File: src/rtl/pio_pkg.sv
package pio_pkg;
  typedef struct packed {
    logic out_reg_en;
    logic oe_reg_en;
    logic oe_invert;
    logic out_invert;
    logic in_latch_mode;
    logic in_delay_en;
    logic out_init;
    logic in_init;
  } pio_cfg_t;

  // Pick stored or raw value, then apply polarity.
  function automatic logic pio_drive(logic use_reg, logic q, logic d, logic inv);
    return (use_reg ? q : d) ^ inv;
  endfunction

  // Capture condition for the input element.
  function automatic logic pio_cap_en(logic latch_mode, logic level, logic rise);
    return latch_mode ? level : rise;
  endfunction
endpackage

File: src/rtl/pio_edge.sv
module pio_edge (
  input  logic clk,
  input  logic rst_n,
  input  logic sig,
  output logic rise
);
  logic prev;
  always_ff @(posedge clk or negedge rst_n) begin
    if (!rst_n) prev <= 1'b0;
    else        prev <= sig;
  end
  assign rise = sig & ~prev;
endmodule

File: src/rtl/pio_delay.sv
module pio_delay #(
  parameter int DEPTH = 3
) (
  input  logic clk,
  input  logic rst_n,
  input  logic din,
  output logic dout
);
  localparam int LAST = DEPTH - 1;
  logic [LAST:0] stage;

  always_ff @(posedge clk or negedge rst_n) begin
    if (!rst_n) stage[0] <= 1'b0;
    else        stage[0] <= din;
  end

  generate
    for (genvar i = 1; i < DEPTH; i++) begin : g_stage
      always_ff @(posedge clk or negedge rst_n) begin
        if (!rst_n) stage[i] <= 1'b0;
        else        stage[i] <= stage[i-1];
      end
    end
  endgenerate

  assign dout = stage[LAST];
endmodule

File: src/rtl/pio_out_path.sv
module pio_out_path
  import pio_pkg::*;
(
  input  logic     clk,
  input  logic     rst_n,
  input  logic     gsr,
  input  logic     out_rise,
  input  pio_cfg_t cfg,
  input  logic     core_out,
  input  logic     core_oe,
  output logic     pad_out,
  output logic     pad_oe,
  output logic     oe_q
);
  logic out_q;
  logic oe_pol;

  assign oe_pol = core_oe ^ cfg.oe_invert;

  always_ff @(posedge clk or negedge rst_n) begin
    if (!rst_n) begin
      out_q <= 1'b0;
      oe_q  <= 1'b0;
    end else if (gsr) begin
      out_q <= cfg.out_init;
      oe_q  <= 1'b0;
    end else if (out_rise) begin
      out_q <= core_out;
      oe_q  <= oe_pol;
    end
  end

  assign pad_out = pio_drive(cfg.out_reg_en, out_q, core_out, cfg.out_invert);
  assign pad_oe  = pio_drive(cfg.oe_reg_en, oe_q, oe_pol, 1'b0);
endmodule

File: src/rtl/pio_in_path.sv
module pio_in_path
  import pio_pkg::*;
#(
  parameter int DLY_CYCLES = 3
) (
  input  logic     clk,
  input  logic     rst_n,
  input  logic     gsr,
  input  logic     in_rise,
  input  logic     in_level,
  input  pio_cfg_t cfg,
  input  logic     pad_in,
  output logic     core_in_reg
);
  logic delayed;
  logic cap_src;
  logic cap_en;

  pio_delay #(.DEPTH(DLY_CYCLES)) u_dly (
    .clk(clk), .rst_n(rst_n), .din(pad_in), .dout(delayed)
  );

  assign cap_src = cfg.in_delay_en ? delayed : pad_in;
  assign cap_en  = pio_cap_en(cfg.in_latch_mode, in_level, in_rise);

  always_ff @(posedge clk or negedge rst_n) begin
    if (!rst_n)      core_in_reg <= 1'b0;
    else if (gsr)    core_in_reg <= cfg.in_init;
    else if (cap_en) core_in_reg <= cap_src;
  end
endmodule

File: src/rtl/pio_cell.sv
module pio_cell
  import pio_pkg::*;
#(
  parameter int DLY_CYCLES = 3
) (
  input  logic       clk,
  input  logic       rst_n,
  input  logic       gsr,
  input  logic [7:0] cfg,
  input  logic       out_clk,
  input  logic       in_clk,
  input  logic       core_out,
  input  logic       core_oe,
  input  logic       pad_in,
  output logic       pad_out,
  output logic       pad_oe,
  output logic       core_in_direct,
  output logic       core_in_reg
);
  pio_cfg_t cfg_s;
  logic     out_rise;
  logic     in_rise;
  logic     oe_q;

  assign cfg_s = pio_cfg_t'(cfg);

  pio_edge u_out_edge (.clk(clk), .rst_n(rst_n), .sig(out_clk), .rise(out_rise));
  pio_edge u_in_edge  (.clk(clk), .rst_n(rst_n), .sig(in_clk),  .rise(in_rise));

  pio_out_path u_out (
    .clk(clk), .rst_n(rst_n), .gsr(gsr), .out_rise(out_rise), .cfg(cfg_s),
    .core_out(core_out), .core_oe(core_oe),
    .pad_out(pad_out), .pad_oe(pad_oe), .oe_q(oe_q)
  );

  pio_in_path #(.DLY_CYCLES(DLY_CYCLES)) u_in (
    .clk(clk), .rst_n(rst_n), .gsr(gsr), .in_rise(in_rise), .in_level(in_clk),
    .cfg(cfg_s), .pad_in(pad_in), .core_in_reg(core_in_reg)
  );

  assign core_in_direct = pad_in;
endmodule

File: config.mk
export PLATFORM = sky130hd
export DESIGN_NAME = pio_cell
export DESIGN_NICKNAME = d
export VERILOG_FILES = /design/src/rtl/pio_pkg.sv /design/src/rtl/pio_edge.sv /design/src/rtl/pio_delay.sv /design/src/rtl/pio_out_path.sv /design/src/rtl/pio_in_path.sv /design/src/rtl/pio_cell.sv
export SDC_FILE = /design/constraint.sdc
export NUM_CORES = 1
export LEC_CHECK = 0
export CAP_MARGIN = 20
export CORE_AREA = 2 2 39 41
export DETAILED_ROUTE_END_ITERATION = 8
export DIE_AREA = 0 0 41 43
export DONT_BUFFER_PORTS = 1
export PLACE_DENSITY = 0.45
export SYNTH_ARGS = -nofsm -noshare
export SYNTH_HDL_FRONTEND = slang
export SYNTH_SLANG_ARGS = --single-unit
File: constraint.sdc
create_clock -name clk -period 0.82 [get_ports clk]
set_input_delay 0 -clock clk [delete_from_list [all_inputs] [get_ports clk]]
set_output_delay 0 -clock clk [all_outputs]
set_load 0.02 [all_outputs]
==> summary by stage <==
Run status
The run finished, with violations left. The checks that failed: setup timing.

Power
The switching component of the power is between 0.0002 and 0.00025 W. The switching power as a share of total power is 0.2368. The proportion of power drawn by the clock network is 0.338. The internal power is approximately 0.00067 W.

The cell area power density is 1856 nW/um2. Across the VDD grid, the largest voltage drop is approximately 0.00094 V. The sequential cell fraction of total power is 0.494. The share of total power dissipated in combinational logic is 0.169.

The analysis attributes to cell leakage a power of around 0.21 nW. After layout, the design draws a total of 0.0008800 W.

Placement
Including well taps, the total number of placed cells is 42. The half-perimeter wire length of the detailed placement result is 449.3 um. At the end of routability-driven placement, the weighted congestion stood at roughly 0.58. The number of buffers inserted by port buffering is 0.

Critical path
STA classifies the critical path startpoint as a register. The most critical setup path has its startpoint at u_out.out_q. The endpoint identified for the worst register-to-register timing path is u_out.out_q. The last element of the critical path is pad_out. The length in cells of the worst reg-to-reg path is 3. The path type of the worst setup path is register to primary output. STA classifies the critical path endpoint as a primary output. The startpoint identified for the worst register-to-register timing path is u_out_edge.prev. The worst-case register-to-register setup slack is -0.08 ns.

Of all nets on the critical path, the largest fanout is 2. The data required time of the critical path is 0.82 ns. The data arrival time of the worst path is ~1.1 ns.

Clock tree
The number of buffers added by the clock tree synthesis step is 3. The root buffer cell chosen for the clock tree is sky130_fd_sc_hd__clkbuf_4. The post-CTS setup buffer count is 0. The insertion delay of the later-clocked pin in the worst-skew pair is ~0.25 ns. After clock tree synthesis, the clock-pin slew on the worst setup and hold paths is 0.05 ns. The maximum buffer depth of the clock tree is 2. TritonCTS built the clock tree. The tree built by TritonCTS fans out to 8 sinks. In this run the number of H-tree levels came out at 1.

Yosys
The leading register cell type out of synthesis is sky130_fd_sc_hd__dfrtp_1. The most frequent cell after synthesis is sky130_fd_sc_hd__dfrtp_1. The largest total area in the synthesized netlist belongs to sky130_fd_sc_hd__dfrtp_1. The distinct cell type count after synthesis is 14. Yosys attributes the largest share of cell area to sky130_fd_sc_hd__dfrtp_1 (59%), sky130_fd_sc_hd__mux2i_1 (12%), sky130_fd_sc_hd__nor2b_4 (4.1%). Of all flip-flops after synthesis, the portion carrying an async set or reset was 1.000. The number of enable-type register cells in the synthesized netlist is 0. Counting flops and latches in the post-synthesis netlist gives 8. The Yosys step of the flow raised 0 warnings. Of the synthesized area, sequential elements account for 0.5948. Dividing the synthesized area by the synthesized cell count gives between 10 and 15 um2.

By count the netlist is led by sky130_fd_sc_hd__dfrtp_1 (8), sky130_fd_sc_hd__mux2i_1 (4), sky130_fd_sc_hd__nand2_1 (2). The number of instances in the synthesized netlist is 25. The area share of the largest cell type after synthesis is 0.5948. The post-synth design cell area is around 340 um2. The number of nets handed over by synthesis was 41.

Route
The total via count after detailed routing is 223. For this block, the initial DRC count from the detailed router was 6. After detailed routing, the average wire length per cell comes to about 12 um.

Using the TritonRoute via totals, the vias-per-cell ratio works out to about 4.2. In this run the remaining antenna-violating nets after routing total 0. The first detailed-routing pass took 2 iterations. The sum of routed wire length over all layers is about 630 um. The number of design rule violations left after detail routing is 0.

Finish
Of the cells placed in the final design, the portion with a size suffix greater than 1 is 0.2162. Compared with the post-synthesis result, the final layout area differs by 40.89%. The flip-flop count of the largest register after layout is 2. The number of nets in the layout is 55. More flip-flops sit in one register than any other, and that register is u_in.u_dly.stage. The final non-filler cell total is 53. The final core utilization is 0.3427. The repair_antennas step left the layout with diodes totalling 0.

STA
The worst slew margin relative to its limit is 0.7708. The final setup violation count is 5. Timing would allow up to roughly 0.9 GHz. The final critical-path share of the clock period is 1.318. After layout, the minimum clock period comes to roughly 1.1 ns.

The transition time at the pin with the least slew margin is around 0.34 ns. Hold timing on the final database bottoms out at a slack of roughly 0.00016 ns. Once routing completed, OpenROAD measured the worst setup slack at -0.2605 ns. The number of hold-slack violations in the final timing report is 0.

The count of pins over their slew limit is 0. The clock arrives with 0.001834 ns of skew. Setup repair after global routing could not meet its margin everywhere.

Die
The width of the die is slightly above 40 um. During I/O placement, the number of pins put on the boundary was 20. The core area is approximately 1400 um2. Row generation in the floorplan step produced 14 rows. Measured along the y axis, the die boundary spans about 43 um. The die footprint is between 1500 and 2000 um2. For this configuration, the core starts out at a cell density of 0.2432.

GRT
The number of global-route vias before repair is between 200 and 300. The total congestion overflow after global routing is 0. In the global route stage, overall resource usage came out at 0.09054.

The pin count of the biggest net entering global routing is 9. The initial antenna violation count came to 0. The first global-routing pass estimated roughly 1000 um of wire.

Run
The number of max-cap violations is 0.

Hold path
Along the worst hold path, the cell count comes to 0. The path type of the worst min-delay path is input pin to primary output.
[layer usage]
layer	track usage	share of wire	up-vias
li1	-	-	109
met1	0.1040	0.43	103
met2	0.1219	0.48	11
met3	0.03665	0.095	0
met4	0.08000	0	0
met5	0	0	-
[through the flow]
stage / instance area [um2] / setup slack, ns / TNS (ns)
5_1_grt: 474.2 / -0.3370 / -0.8263
3_5_place_dp: 364.1 / -0.07248 / -0.1628
6_report: 474.2 / -0.2605 / -0.5199
3_3_place_gp: 364.1 / -0.04812 / -0.1106
2_1_floorplan: 336.6 / -0.03690 / -0.05261
4_1_cts: 470.5 / -0.2787 / -0.5934
[power by group through the flow]
stage          Combinational [W]  Sequential, W  Clock [W]
6_report                0.000148       0.000434   0.000297
5_1_grt                 0.000163       0.000437   0.000333
3_3_place_gp            0.000102       0.000438          0
2_1_floorplan          0.0000789       0.000442          0
4_1_cts                 0.000148       0.000433   0.000312
3_5_place_dp            0.000103       0.000439          0
[critical path, cell delays in order, from the launching register on]
cell	delay (ns)
sky130_fd_sc_hd__dfrtp_1	0.38
sky130_fd_sc_hd__mux2i_1	0.16
sky130_fd_sc_hd__xnor2_1	0.13
sky130_fd_sc_hd__buf_4	0.16
[placed cells by master, fill, tap and decap left out]
cell type                       synthesis  final
sky130_fd_sc_hd__a21oi_1                1      1
sky130_fd_sc_hd__and3_1                 1      1
sky130_fd_sc_hd__buf_4                  1      1
sky130_fd_sc_hd__buf_6                  0      1
sky130_fd_sc_hd__clkbuf_4               0      3
sky130_fd_sc_hd__dfrtp_1                8      8
sky130_fd_sc_hd__dlygate4sd3_1          0      8
sky130_fd_sc_hd__mux2_4                 0      1
sky130_fd_sc_hd__mux2i_1                4      4
sky130_fd_sc_hd__nand2_1                2      2
sky130_fd_sc_hd__nand2b_1               1      1
sky130_fd_sc_hd__nor2_1                 1      1
sky130_fd_sc_hd__nor2b_4                1      1
sky130_fd_sc_hd__o21ai_1                0      1
sky130_fd_sc_hd__o31ai_2                1      1
sky130_fd_sc_hd__xnor2_1                1      1
sky130_fd_sc_hd__xor2_1                 1      1
[what timing repair did]
action                                  4_1_cts  5_1_grt
endpoints found under the setup margin        5        6
endpoints found under the hold margin        14        0
pin swaps                                     2        0
gates resized for setup                       1        1
hold buffers                                  8        0
[cell type report]
cell class	instances	area (um2)
Multi-Input combinational cell	16	132.6
Tap cell	16	20.02
Clock buffer	3	22.52
Sequential cell	8	200.2
Timing Repair Buffer	10	98.84
Fill cell	139	909.6
[logic make-up (layout without fill, tap and decap cells)]
group                  count (synthesis)  after routing  share of synthesized area
flip-flops                             8              8                     0.5948
AND/OR/NAND/NOR                        6              6                     0.1115
multiplexers                           5              5                     0.1524
AO/OA/AOI/OAI                          3              3                    0.06688
XOR/XNOR                               2              2                    0.05205
buffers and inverters                  1             13                    0.02231
[worst min-delay path by stage]
stage,startpoint,end,slack [ns]
after floorplan,rst_n,u_in.core_in_reg,-0.30
after global placement,rst_n,u_in.u_dly.stage[1],-0.30
after detailed placement,rst_n,u_in.u_dly.stage[0],-0.30
after CTS,pad_in,core_in_direct,0.0002
after global routing,pad_in,core_in_direct,0.0001
final,pad_in,core_in_direct,0.0002
(Power assumes the default switching activity.)
